**src/rtl/syn_pkg.sv**
```systemverilog
package syn_pkg;
  localparam int RND_W = 16;
  localparam logic [RND_W-1:0] GALOIS_MASK = 16'hB400;
  localparam logic [7:0] STUCK_ON_LIMIT = 8'd179;

  typedef enum logic [1:0] {
    MODE_TIMING     = 2'd0,
    MODE_TIMING_INV = 2'd1,
    MODE_HEBB       = 2'd2,
    MODE_HEBB_INV   = 2'd3
  } learn_mode_e;

  typedef enum logic [1:0] {
    ST_IDLE  = 2'd0,
    ST_INIT  = 2'd1,
    ST_LEARN = 2'd2
  } eng_state_e;

  function automatic logic [RND_W-1:0] galois_next(input logic [RND_W-1:0] s);
    logic [RND_W-1:0] sh;
    sh = s >> 1;
    return s[0] ? (sh ^ GALOIS_MASK) : sh;
  endfunction

  function automatic logic [RND_W-1:0] seed_fix(input logic [RND_W-1:0] s);
    return (s == '0) ? RND_W'(1) : s;
  endfunction

  // 1 = SET target, 0 = RESET target
  function automatic logic target_is_set(input learn_mode_e m, input logic dt_pos);
    case (m)
      MODE_TIMING:     return dt_pos;
      MODE_TIMING_INV: return !dt_pos;
      MODE_HEBB:       return 1'b1;
      default:         return 1'b0;
    endcase
  endfunction

  function automatic logic [7:0] reset_base(input logic [7:0] p_set, input logic [7:0] p_rst);
    if (p_rst < p_set) return p_rst;
    return (p_set == 8'd0) ? 8'd0 : p_set - 8'd1;
  endfunction

  function automatic logic [7:0] eff_threshold(input logic [7:0] base, input int unsigned fails,
                                               input logic [7:0] boost);
    int unsigned sum;
    sum = int'(base) + fails * int'(boost);
    return (sum > 255) ? 8'hFF : 8'(sum);
  endfunction
endpackage

```
**src/rtl/syn_lfsr.sv**
```systemverilog
module syn_lfsr
  import syn_pkg::*;
(
  input  logic             clk,
  input  logic             rst_n,
  input  logic             load,
  input  logic [RND_W-1:0] seed,
  input  logic             step,
  output logic [RND_W-1:0] state
);
  always_ff @(posedge clk) begin
    if (!rst_n)    state <= RND_W'(1);
    else if (load) state <= seed_fix(seed);
    else if (step) state <= galois_next(state);
  end
endmodule

```
**src/rtl/syn_cell_array.sv**
```systemverilog
module syn_cell_array #(
  parameter int N_PRE  = 8,
  parameter int N_POST = 4,
  parameter int CNT_W  = 2,
  parameter int ROW_W  = 2,
  parameter int COL_W  = 3
) (
  input  logic             clk,
  input  logic             rst_n,
  input  logic [ROW_W-1:0] cell_row,
  input  logic [COL_W-1:0] cell_col,
  input  logic             wr_en,
  input  logic             wr_w,
  input  logic             wr_stuck,
  input  logic [CNT_W-1:0] wr_cnt,
  output logic             cell_w,
  output logic             cell_stuck,
  output logic [CNT_W-1:0] cell_cnt,
  input  logic [ROW_W-1:0] rd_row,
  output logic [N_PRE-1:0] rd_weights
);
  logic [N_POST-1:0][N_PRE-1:0] w_vec;
  logic [N_POST-1:0][N_PRE-1:0] s_vec;
  logic [CNT_W-1:0] c_vec [N_POST][N_PRE];

  for (genvar r = 0; r < N_POST; r++) begin : g_row
    for (genvar c = 0; c < N_PRE; c++) begin : g_col
      logic             w_r;
      logic             s_r;
      logic [CNT_W-1:0] c_r;
      logic             sel;
      assign sel = wr_en && (cell_row == ROW_W'(r)) && (cell_col == COL_W'(c));
      always_ff @(posedge clk) begin
        if (!rst_n) begin
          w_r <= 1'b0;
          s_r <= 1'b0;
          c_r <= '0;
        end else if (sel) begin
          w_r <= wr_w;
          s_r <= wr_stuck;
          c_r <= wr_cnt;
        end
      end
      assign w_vec[r][c] = w_r;
      assign s_vec[r][c] = s_r;
      assign c_vec[r][c] = c_r;
    end
  end

  assign cell_w     = w_vec[cell_row][cell_col];
  assign cell_stuck = s_vec[cell_row][cell_col];
  assign cell_cnt   = c_vec[cell_row][cell_col];

  always_ff @(posedge clk) begin
    if (!rst_n) rd_weights <= '0;
    else        rd_weights <= w_vec[rd_row];
  end
endmodule

```
**src/rtl/syn_cell_decide.sv**
```systemverilog
module syn_cell_decide
  import syn_pkg::*;
#(
  parameter int CNT_W = 2
) (
  input  logic             init_mode,
  input  logic             pre_bit,
  input  logic             set_dir,
  input  logic [7:0]       thr_set,
  input  logic [7:0]       thr_rst,
  input  logic [7:0]       boost,
  input  logic [7:0]       frate,
  input  logic [RND_W-1:0] rnd,
  input  logic             cur_w,
  input  logic             cur_stuck,
  input  logic [CNT_W-1:0] cur_cnt,
  output logic             nxt_w,
  output logic             nxt_stuck,
  output logic [CNT_W-1:0] nxt_cnt,
  output logic             pulse,
  output logic             flip
);
  localparam logic [CNT_W-1:0] CNT_MAX = '1;

  logic [7:0] lo_b;
  logic [7:0] hi_b;
  logic [7:0] thr;
  logic       faulty;

  assign lo_b   = rnd[7:0];
  assign hi_b   = rnd[15:8];
  assign faulty = lo_b < frate;
  assign thr    = eff_threshold(set_dir ? thr_set : thr_rst, int'(cur_cnt), boost);

  always_comb begin
    pulse     = 1'b0;
    flip      = 1'b0;
    nxt_w     = cur_w;
    nxt_stuck = cur_stuck;
    nxt_cnt   = cur_cnt;
    if (init_mode) begin
      nxt_stuck = faulty;
      nxt_w     = faulty ? (hi_b < STUCK_ON_LIMIT) : rnd[15];
      nxt_cnt   = '0;
    end else begin
      pulse = pre_bit && !cur_stuck && (cur_w != set_dir);
      flip  = pulse && (lo_b < thr);
      if (flip) begin
        nxt_w   = set_dir;
        nxt_cnt = '0;
      end else if (pulse && cur_cnt != CNT_MAX) begin
        nxt_cnt = cur_cnt + CNT_W'(1);
      end
    end
  end
endmodule

```
**src/rtl/syn_update_engine.sv**
```systemverilog
module syn_update_engine
  import syn_pkg::*;
#(
  parameter int N_PRE  = 8,
  parameter int N_POST = 4,
  parameter int CNT_W  = 2,
  parameter int PCNT_W = 16,
  localparam int ROW_W = (N_POST > 1) ? $clog2(N_POST) : 1,
  localparam int COL_W = (N_PRE > 1) ? $clog2(N_PRE) : 1
) (
  input  logic              clk,
  input  logic              rst_n,
  input  logic              seed_load,
  input  logic [15:0]       seed_value,
  input  logic              init_start,
  input  logic [7:0]        fault_rate,
  input  logic              learn_start,
  input  logic [N_PRE-1:0]  learn_pre,
  input  logic [ROW_W-1:0]  learn_post,
  input  logic              learn_dt_pos,
  input  logic [1:0]        learn_mode,
  input  logic [7:0]        set_prob,
  input  logic [7:0]        reset_prob,
  input  logic [7:0]        prob_boost,
  input  logic [ROW_W-1:0]  rd_row,
  output logic [N_PRE-1:0]  rd_weights,
  output logic              busy,
  output logic              done,
  output logic [PCNT_W-1:0] pulse_count
);
  localparam logic [ROW_W-1:0] LAST_ROW = ROW_W'(N_POST - 1);
  localparam logic [COL_W-1:0] LAST_COL = COL_W'(N_PRE - 1);

  eng_state_e       st;
  logic [ROW_W-1:0] row_q;
  logic [COL_W-1:0] col_q;
  logic [N_PRE-1:0] pre_q;
  logic             set_q;
  logic [7:0]       thr_set_q;
  logic [7:0]       thr_rst_q;
  logic [7:0]       boost_q;
  logic [7:0]       frate_q;

  // named internal events, observed by the checker
  logic             in_init;
  logic             in_learn;
  logic             cell_step;
  logic             last_step;
  logic [RND_W-1:0] lfsr_q;
  logic             cell_w;
  logic             cell_stuck;
  logic [CNT_W-1:0] cell_cnt;
  logic             wr_w;
  logic             wr_stuck;
  logic [CNT_W-1:0] wr_cnt;
  logic             cell_pulse;
  logic             cell_flip;
  logic             idle_now;

  assign in_init   = (st == ST_INIT);
  assign in_learn  = (st == ST_LEARN);
  assign cell_step = in_init || in_learn;
  assign idle_now  = (st == ST_IDLE);
  assign last_step = (col_q == LAST_COL) && (in_learn || (row_q == LAST_ROW));
  assign busy      = cell_step;

  syn_lfsr u_lfsr (
    .clk   (clk),
    .rst_n (rst_n),
    .load  (seed_load && idle_now),
    .seed  (seed_value),
    .step  (cell_step),
    .state (lfsr_q)
  );

  syn_cell_array #(
    .N_PRE (N_PRE),
    .N_POST(N_POST),
    .CNT_W (CNT_W),
    .ROW_W (ROW_W),
    .COL_W (COL_W)
  ) u_array (
    .clk       (clk),
    .rst_n     (rst_n),
    .cell_row  (row_q),
    .cell_col  (col_q),
    .wr_en     (cell_step),
    .wr_w      (wr_w),
    .wr_stuck  (wr_stuck),
    .wr_cnt    (wr_cnt),
    .cell_w    (cell_w),
    .cell_stuck(cell_stuck),
    .cell_cnt  (cell_cnt),
    .rd_row    (rd_row),
    .rd_weights(rd_weights)
  );

  syn_cell_decide #(.CNT_W(CNT_W)) u_decide (
    .init_mode(in_init),
    .pre_bit  (pre_q[col_q]),
    .set_dir  (set_q),
    .thr_set  (thr_set_q),
    .thr_rst  (thr_rst_q),
    .boost    (boost_q),
    .frate    (frate_q),
    .rnd      (lfsr_q),
    .cur_w    (cell_w),
    .cur_stuck(cell_stuck),
    .cur_cnt  (cell_cnt),
    .nxt_w    (wr_w),
    .nxt_stuck(wr_stuck),
    .nxt_cnt  (wr_cnt),
    .pulse    (cell_pulse),
    .flip     (cell_flip)
  );

  always_ff @(posedge clk) begin
    if (!rst_n) begin
      st          <= ST_IDLE;
      row_q       <= '0;
      col_q       <= '0;
      pre_q       <= '0;
      set_q       <= 1'b0;
      thr_set_q   <= '0;
      thr_rst_q   <= '0;
      boost_q     <= '0;
      frate_q     <= '0;
      done        <= 1'b0;
      pulse_count <= '0;
    end else begin
      done <= 1'b0;
      if (idle_now) begin
        if (init_start) begin
          st          <= ST_INIT;
          row_q       <= '0;
          col_q       <= '0;
          frate_q     <= fault_rate;
          pulse_count <= '0;
        end else if (learn_start) begin
          st        <= ST_LEARN;
          row_q     <= learn_post;
          col_q     <= '0;
          pre_q     <= learn_pre;
          set_q     <= target_is_set(learn_mode_e'(learn_mode), learn_dt_pos);
          thr_set_q <= set_prob;
          thr_rst_q <= reset_base(set_prob, reset_prob);
          boost_q   <= prob_boost;
        end
      end else begin
        if (cell_pulse) pulse_count <= pulse_count + PCNT_W'(1);
        if (last_step) begin
          st   <= ST_IDLE;
          done <= 1'b1;
        end else if (col_q == LAST_COL) begin
          col_q <= '0;
          row_q <= row_q + ROW_W'(1);
        end else begin
          col_q <= col_q + COL_W'(1);
        end
      end
    end
  end
endmodule

```
**config.mk**
```make
export PLATFORM = sky130hd
export DESIGN_NAME = syn_update_engine
export DESIGN_NICKNAME = d
export VERILOG_FILES = /design/src/rtl/syn_pkg.sv /design/src/rtl/syn_lfsr.sv /design/src/rtl/syn_cell_array.sv /design/src/rtl/syn_cell_decide.sv /design/src/rtl/syn_update_engine.sv
export SDC_FILE = /design/constraint.sdc
export NUM_CORES = 1
export LEC_CHECK = 0
export BUFFER_PORTS_ARGS = -buffer_cell sky130_fd_sc_hd__buf_2
export CAP_MARGIN = 15
export CORE_MARGIN = 4
export CORE_UTILIZATION = 65
export DETAILED_ROUTE_END_ITERATION = 12
export PLACE_DENSITY = 0.83
export SLEW_MARGIN = 20
export SYNTH_ARGS = -nofsm -noshare
export SYNTH_HDL_FRONTEND = slang
export SYNTH_SLANG_ARGS = --single-unit
```
**constraint.sdc**
```tcl
create_clock -name clk -period 11.2 [get_ports clk]
set_input_delay 1.68 -clock clk [delete_from_list [all_inputs] [get_ports clk]]
set_output_delay 1.68 -clock clk [all_outputs]
set_load 0.01 [all_outputs]
```
-- After elaboration in Yosys (flattened, before gate mapping)
Cells that the tools add are included.
- memories: 0
- bits of input ports: 68
- memory bits (writable): 0
- output and inout bits: 26
- register bits: 217
- bits in read-only memories: 0
- latch bits: 0
- multiply operators: 1
- $add $sub $neg: 6
- divide/modulo/power cells: 0
- multiplexer cells: 59
- shift operators: 0
- $lt $le $gt $ge: 10
- eq/ne operators: 19
- reductions and logical operators: 63
- bitwise operators: 5
- operators by type and width (operator ; number):
    16-bit two-way mux ; 9
    8-bit two-way mux ; 8
    8-bit binary-select mux with 2-bit select ; 3
    1-bit logical AND ; 42
    16-bit binary-select mux with 2-bit select ; 1
    32-bit by 8-bit > comparator with 1-bit output (second input constant) ; 1
    2-bit two-way mux ; 14
    8-bit < comparator ; 3
    16-bit by 1-bit adder with 16-bit output (second input constant) ; 1
    16-bit zero test ; 1
    3-bit two-way mux ; 5
    1-bit two-way mux ; 14
    3-bit equality test (second input constant) ; 4
    8-bit by 10-bit adder with 11-bit output ; 1
    2-bit by 8-bit multiplier with 10-bit output ; 1
    1-bit binary-select mux with 3-bit select ; 3
    2-bit equality test (second input constant) ; 4
    8-bit zero test ; 1
    8-bit < comparator (second input constant) ; 1
    3-bit inverter with 4-bit output ; 2
    2-bit AND reduction ; 4
    2-bit nonzero test ; 4
    8-bit by 1-bit subtractor with 8-bit output (second input constant) ; 1
    2-bit binary-select mux with 3-bit select ; 1
    22 further kinds ; 34

-- Depth between registers and ports, before layout
- depth after elaboration: 15
- mapped depth: 27
- depth with buffers taken out: 22

-- Hierarchy
From an unflattened synthesis, not the netlist that was laid out.
- cell total of the unflattened synthesis: 1348
- area total of the unflattened synthesis: 12029.0 sq um
- by module, submodules not included (module ; cells each ; area an instance (sq um) ; sequential area each (sq um) ; times used):
    syn_cell_array ; 734 ; 6771.5 ; 2722.6 ; 1
    syn_update_engine ; 372 ; 3220.6 ; 1301.2 ; 1
    syn_cell_decide ; 149 ; 1184.9 ; 0.0 ; 1
    syn_lfsr ; 93 ; 852.1 ; 320.3 ; 1

-- Worst setup path before layout
Ideal clock, no wire load.
- path type: register -> register
- start point: register row_q[1]
- end point: register u_array.g_row[0].g_col[2].w_r
- cell stages (with the launch flop): 25
- arrival: 6263 ps
- required time: 11072 ps
- setup slack: 4809 ps
- path buffers: 4
- cell sequence: dfxtp_1 buf_2 buf_6 buf_2 mux4_2 mux4_2 nand2_1 nand2_4 and2_1 fa_1 ha_1 fa_1 a211oi_1 nor2_1 o31ai_1 a31oi_1 a21oi_1 ha_1 nand4_1 or4b_2 o211a_1 a21o_1 o221ai_1 clkbuf_1 o21ai_0
- longest elaborated chain between the ends: 15
- elaborated cells on any way between the ends: 30
- those cells by class: add/sub (1); mul (1); order compare (2); eq/ne (1); mux (17); bitwise (1); reduce/logical (7)
- RTL lines (element ; line ; RTL):
    start, declared ; syn_update_engine.sv:35 ; logic [ROW_W-1:0] row_q;
    start signal, assigned ; syn_update_engine.sv:141 ; row_q <= learn_post;
    start signal, assigned ; syn_update_engine.sv:156 ; row_q <= row_q + ROW_W'(1);
    2-bit inverter with 3-bit output (implied by the code) ; syn_cell_array.sv:52 ; assign cell_cnt = c_vec[cell_row][cell_col];
    16-bit binary-select mux with 2-bit select ; syn_cell_array.sv:52 ;
    16-bit two-way mux (implied by the code) (2 in a row) ; syn_cell_array.sv:52 ;
    2-bit binary-select mux with 3-bit select ; syn_cell_array.sv:52 ;
    2-bit two-way mux (implied by the code) (2 in a row) ; syn_cell_array.sv:52 ;
    2-bit by 8-bit multiplier with 10-bit output ; syn_pkg.sv:47 ; sum = int'(base) + fails * int'(boost);
    8-bit by 10-bit adder with 11-bit output ; syn_pkg.sv:47 ;
    32-bit by 8-bit > comparator with 1-bit output ; syn_pkg.sv:48 ; return (sum > 255) ? 8'hFF : 8'(sum);
    8-bit two-way mux ; syn_pkg.sv:48 ;
    8-bit < comparator ; syn_cell_decide.sv:47 ; flip = pulse && (lo_b < thr);
    1-bit logical AND ; syn_cell_decide.sv:47 ;
    1-bit two-way mux ; syn_cell_decide.sv:48 ; if (flip) begin
    1-bit two-way mux ; syn_cell_decide.sv:41 ; if (init_mode) begin
    end signal, assigned ; syn_cell_array.sv:39 ; w_r <= wr_w;
    end, declared ; syn_cell_array.sv:28 ; logic w_r;
Parallel ways exist; a longest one is shown, timed or not. The select of a mux whose other input is x is not followed.
A chain may end at the register's enable or synchronous reset.

-- Worst setup path after layout
- start point: register row_q[0]
- end point: register u_array.g_row[3].g_col[4].c_r[0]
- longest elaborated chain between the ends: 15
- elaborated cells on any way between the ends: 34
- those cells by class: add/sub (2); mul (1); order compare (2); eq/ne (3); mux (18); bitwise (1); reduce/logical (7)
- RTL lines (element ; line ; RTL):
    2-bit inverter with 3-bit output (implied by the code) ; syn_cell_array.sv:52 ;
    16-bit binary-select mux with 2-bit select ; syn_cell_array.sv:52 ;
    16-bit two-way mux (implied by the code) (2 in a row) ; syn_cell_array.sv:52 ;
    2-bit binary-select mux with 3-bit select ; syn_cell_array.sv:52 ;
    2-bit two-way mux (implied by the code) (2 in a row) ; syn_cell_array.sv:52 ;
    2-bit by 8-bit multiplier with 10-bit output ; syn_pkg.sv:47 ;
    8-bit by 10-bit adder with 11-bit output ; syn_pkg.sv:47 ;
    32-bit by 8-bit > comparator with 1-bit output ; syn_pkg.sv:48 ;
    8-bit two-way mux ; syn_pkg.sv:48 ;
    8-bit < comparator ; syn_cell_decide.sv:47 ;
    1-bit logical AND ; syn_cell_decide.sv:47 ;
    2-bit two-way mux ; syn_cell_decide.sv:48 ;
    2-bit two-way mux ; syn_cell_decide.sv:41 ;
    end signal, assigned ; syn_cell_array.sv:41 ; c_r <= wr_cnt;
    end, declared ; syn_cell_array.sv:30 ; logic [CNT_W-1:0] c_r;
Parallel ways exist; a longest one is shown, timed or not. The select of a mux whose other input is x is not followed.

==> metrics.yaml <==
clock_network:
  cts_buffer_depth: 3
  cts_resized: 0
  cts_setup_buffers: 0
  clock-sinks: 217
  clockRootBuffer: "clkbuf_16"
  hold_buffers: 0
  clkSlewWorstSetupHoldPaths_ns: 0.07
  cts_tree: "yes"
  cts_htree_levels: 1
  cts_buffers: 22
  insertion_delay_ns: 0.52
sta:
  slew_headroom_pct: 23.81
  finalMaxSlewViolations: 0
  finalCritPeriodShare_pct: 66.59
  tightest_slew_ns: 1.143
  final-setup-viol-count: 0
  setup_tns_ns: 0
  hold_viol: 0
  fmax_mhz: 134.1
  period_minus_slack_ns: 7.458
  final.setup_skew_ns: 0.02201
  rsz0062_at_grt: "false"
logic_synthesis:
  synth_commonest_cells: "217 x dfxtp_1, 153 x nand3_1, 141 x nand2_1"
  synth_top_area_share_pct: 39.07
  synth-seq-area-share_pct: 39.07
  syn_area_per_cell_sq_um: 8.982
  synth-async-reset-ratio_pct: 0
  synth_most_common_cell: "dfxtp_1"
  netlist_area_sq_mm: 0.01112
  ys_top_cells_by_area: "dfxtp_1 39%, mux4_2 8.5%, nand3_1 6.9%"
  synth_ff_type: "dfxtp_1"
  yosys_warnings: 0
  ys_types: 61
  synth.largest_area_cell: "dfxtp_1"
  synth_fp_nets: 1360
  synth_edf_count: 0
  ys_ff_latch: 217
  syn_inst: 1238
setup_path:
  timing_worst_setup_path_type: "reg -> reg"
  critical_path_arrival_ns: 7.87
  slowest_delay_ns: 0.65
  path_depth: 21
  end_kind: "register"
  rr_worst_depth: 21
  cpLargestDelayFamily: "simple AND/OR/NAND/NOR gates"
  crit_fanout: 42
  worstSetupStartpointType: "register"
  slowest_stage: "or4b_2"
  crit_chain: "buf_4 > mux4_2 > mux4_2 > nand2_1 > nand2_1 > and2_1 > fa_1 > ha_1 > fa_1 > a211oi_1 > nor2_1 > o31ai_1 > a31oi_1 > nor2_1 > ha_1 > nand4_1 > or4b_2 > o211a_1 > a211oi_2 > nand2_2 > o21ai_0"
  cp_num_buf_inv: 1
  required_ns: 11.61
floorplan:
  ioPinCount: 94
  dieArea_sq_mm: 0.01926
  die_width_um: 138.8
  rows: 47
  fp.coreArea_sq_mm: 0.01670
  die_h_um: 138.8
  initial_core_util_pct: 66.58
power_and_ir_drop:
  seq_power_share_pct: 46.3
  p_clk_share_pct: 41.1
  peakVddDrop_v: 0.0001243
  netSwitchingPower_uw: 461.7
  p_int_mw: 1.286
  leakagePower_nw: 4.728
  p_comb_share_pct: 12.6
  switching_share_pct: 26.41
  power.density_mw_per_mm2: 142.7
global_route:
  grt_usage_pct: 28.06
  overflow: 0
  grt_pass1_vias: 9403
  grt_max_degree: 114
  grt_pass1_wl_um: 45770
  grt_antenna_before_repair: 0
hold_path:
  min_path_cells: 2
  hold_class: "reg -> reg"
drt:
  drc: 0
  wirelength_um: 27700
  viasPerCell: 6.249
  vias: 9504
  routedWlPerCell_um: 18.21
  dr.pass1.iters: 5
  final_antenna_net_count: 0
  drtIter0Drc: 773
placement:
  dp_hpwl_um: 18390
  portBuffers: 93
  globalplace.congestion: 0.8959
  postPlaceCellArea_sq_mm: 0.01154
layout:
  area.growth.synth_to_final_pct: 10.16
  fin_nets: 1408
  diodes: 0
  fin_area_sq_mm: 0.01225
  drive_gt1_share_pct: 17.99
  fill_cells: 1225
flow_run:
  cap_violations: 0
run_status:
  status: "finished, final reports clean"
## worst min-delay path: cells and delay by family (launching register included)
family | cells | cell delay, ns
flip-flops | 1 | 0.31
AND/OR/NAND/NOR | 1 | 0.05
AO/OA/AOI/OAI | 1 | 0.05
## cells in the final DEF (no fill, tap or decap), types with 10 or more instances in the layout
master,instances
a211oi_1,24
a21o_1,11
a21oi_1,82
and2_1,27
buf_2,92
buf_4,10
clkbuf_16,22
dfxtp_1,216
ha_1,46
inv_1,37
mux2i_1,48
mux4_2,42
nand2_1,141
nand3_1,153
nor2_1,72
nor3_1,12
o21ai_0,70
o21ai_1,30
o21ai_2,31
## per-stage QoR
step	power, mW	worst slack, ns	hold slack [ns]	util [%]	std cells
after floorplan	0.9820	4.809	0.4329	-	1238
after global placement	1.036	4.024	0.4401	69.10	1482
after detailed placement	1.042	3.831	0.4452	69.10	1482
after CTS	1.752	3.766	0.4544	73.32	1521
after global routing	1.813	3.323	0.4714	73.34	1521
final	1.748	3.742	0.4510	73.34	1521
## area by class of cell
cell class | instances | area, sq um | area share (%)
Inverter | 40 | 151.4 | 1.236
Clock buffer | 29 | 616.8 | 5.036
Multi-Input combinational cell | 903 | 6236 | 50.91
Sequential cell | 217 | 4345 | 35.48
Timing Repair Buffer | 102 | 535.5 | 4.372
Tap cell | 220 | 275.3 | 2.247
Clock inverter | 10 | 88.84 | 0.7252
## final timing paths
path                                       to  slack (ns)         start
max          u_array.g_row[3].g_col[4].c_r[0]        3.74      row_q[0]
min                              thr_set_q[6]        0.45  thr_set_q[6]
max reg2reg  u_array.g_row[3].g_col[4].c_r[0]        3.74      row_q[0]
min reg2reg                      thr_set_q[6]        0.45  thr_set_q[6]
## power groups by stage
stage / clock (mW) / combinational (mW) / sequential, mW
6_report: 0.718 / 0.221 / 0.809
5_1_grt: 0.758 / 0.244 / 0.811
4_1_cts: 0.725 / 0.218 / 0.809
3_5_place_dp: 0 / 0.216 / 0.826
3_3_place_gp: 0 / 0.210 / 0.826
2_1_floorplan: 0 / 0.164 / 0.818
## per-layer routing
metal	share of wire, %	wire length (um)	GRT usage (%)
met4	3.4	944	9.990
met2	48	13410	47.53
met3	6.0	1663	4.586
met1	42	11680	36.54
met5	0	0	0
## registers in the layout, summed over array words and instances, names as in the netlist, 8 cells and up
| signal | cells |
|---|---|
| boost_q | 8 |
| thr_rst_q | 8 |
| pre_q | 8 |
| u_lfsr.state | 16 |
| thr_set_q | 8 |
| frate_q | 8 |
| u_array.rd_weights | 8 |
| u_array.g_row.g_col.s_r | 32 |
| u_array.g_row.g_col.w_r | 32 |
| pulse_count | 16 |
| u_array.g_row.g_col.c_r | 64 |
## cells by family after synthesis
logic type | synth area share, %
adder cells (fa/ha/maj) | 6.616
flip-flops | 39.07
AND/OR/NAND/NOR | 19.08
AO/OA/AOI/OAI | 15.84
buffers and inverters | 4.974
multiplexers | 13.63
XOR/XNOR | 0.7877
No activity file was read; power rests on OpenSTA's default activity.
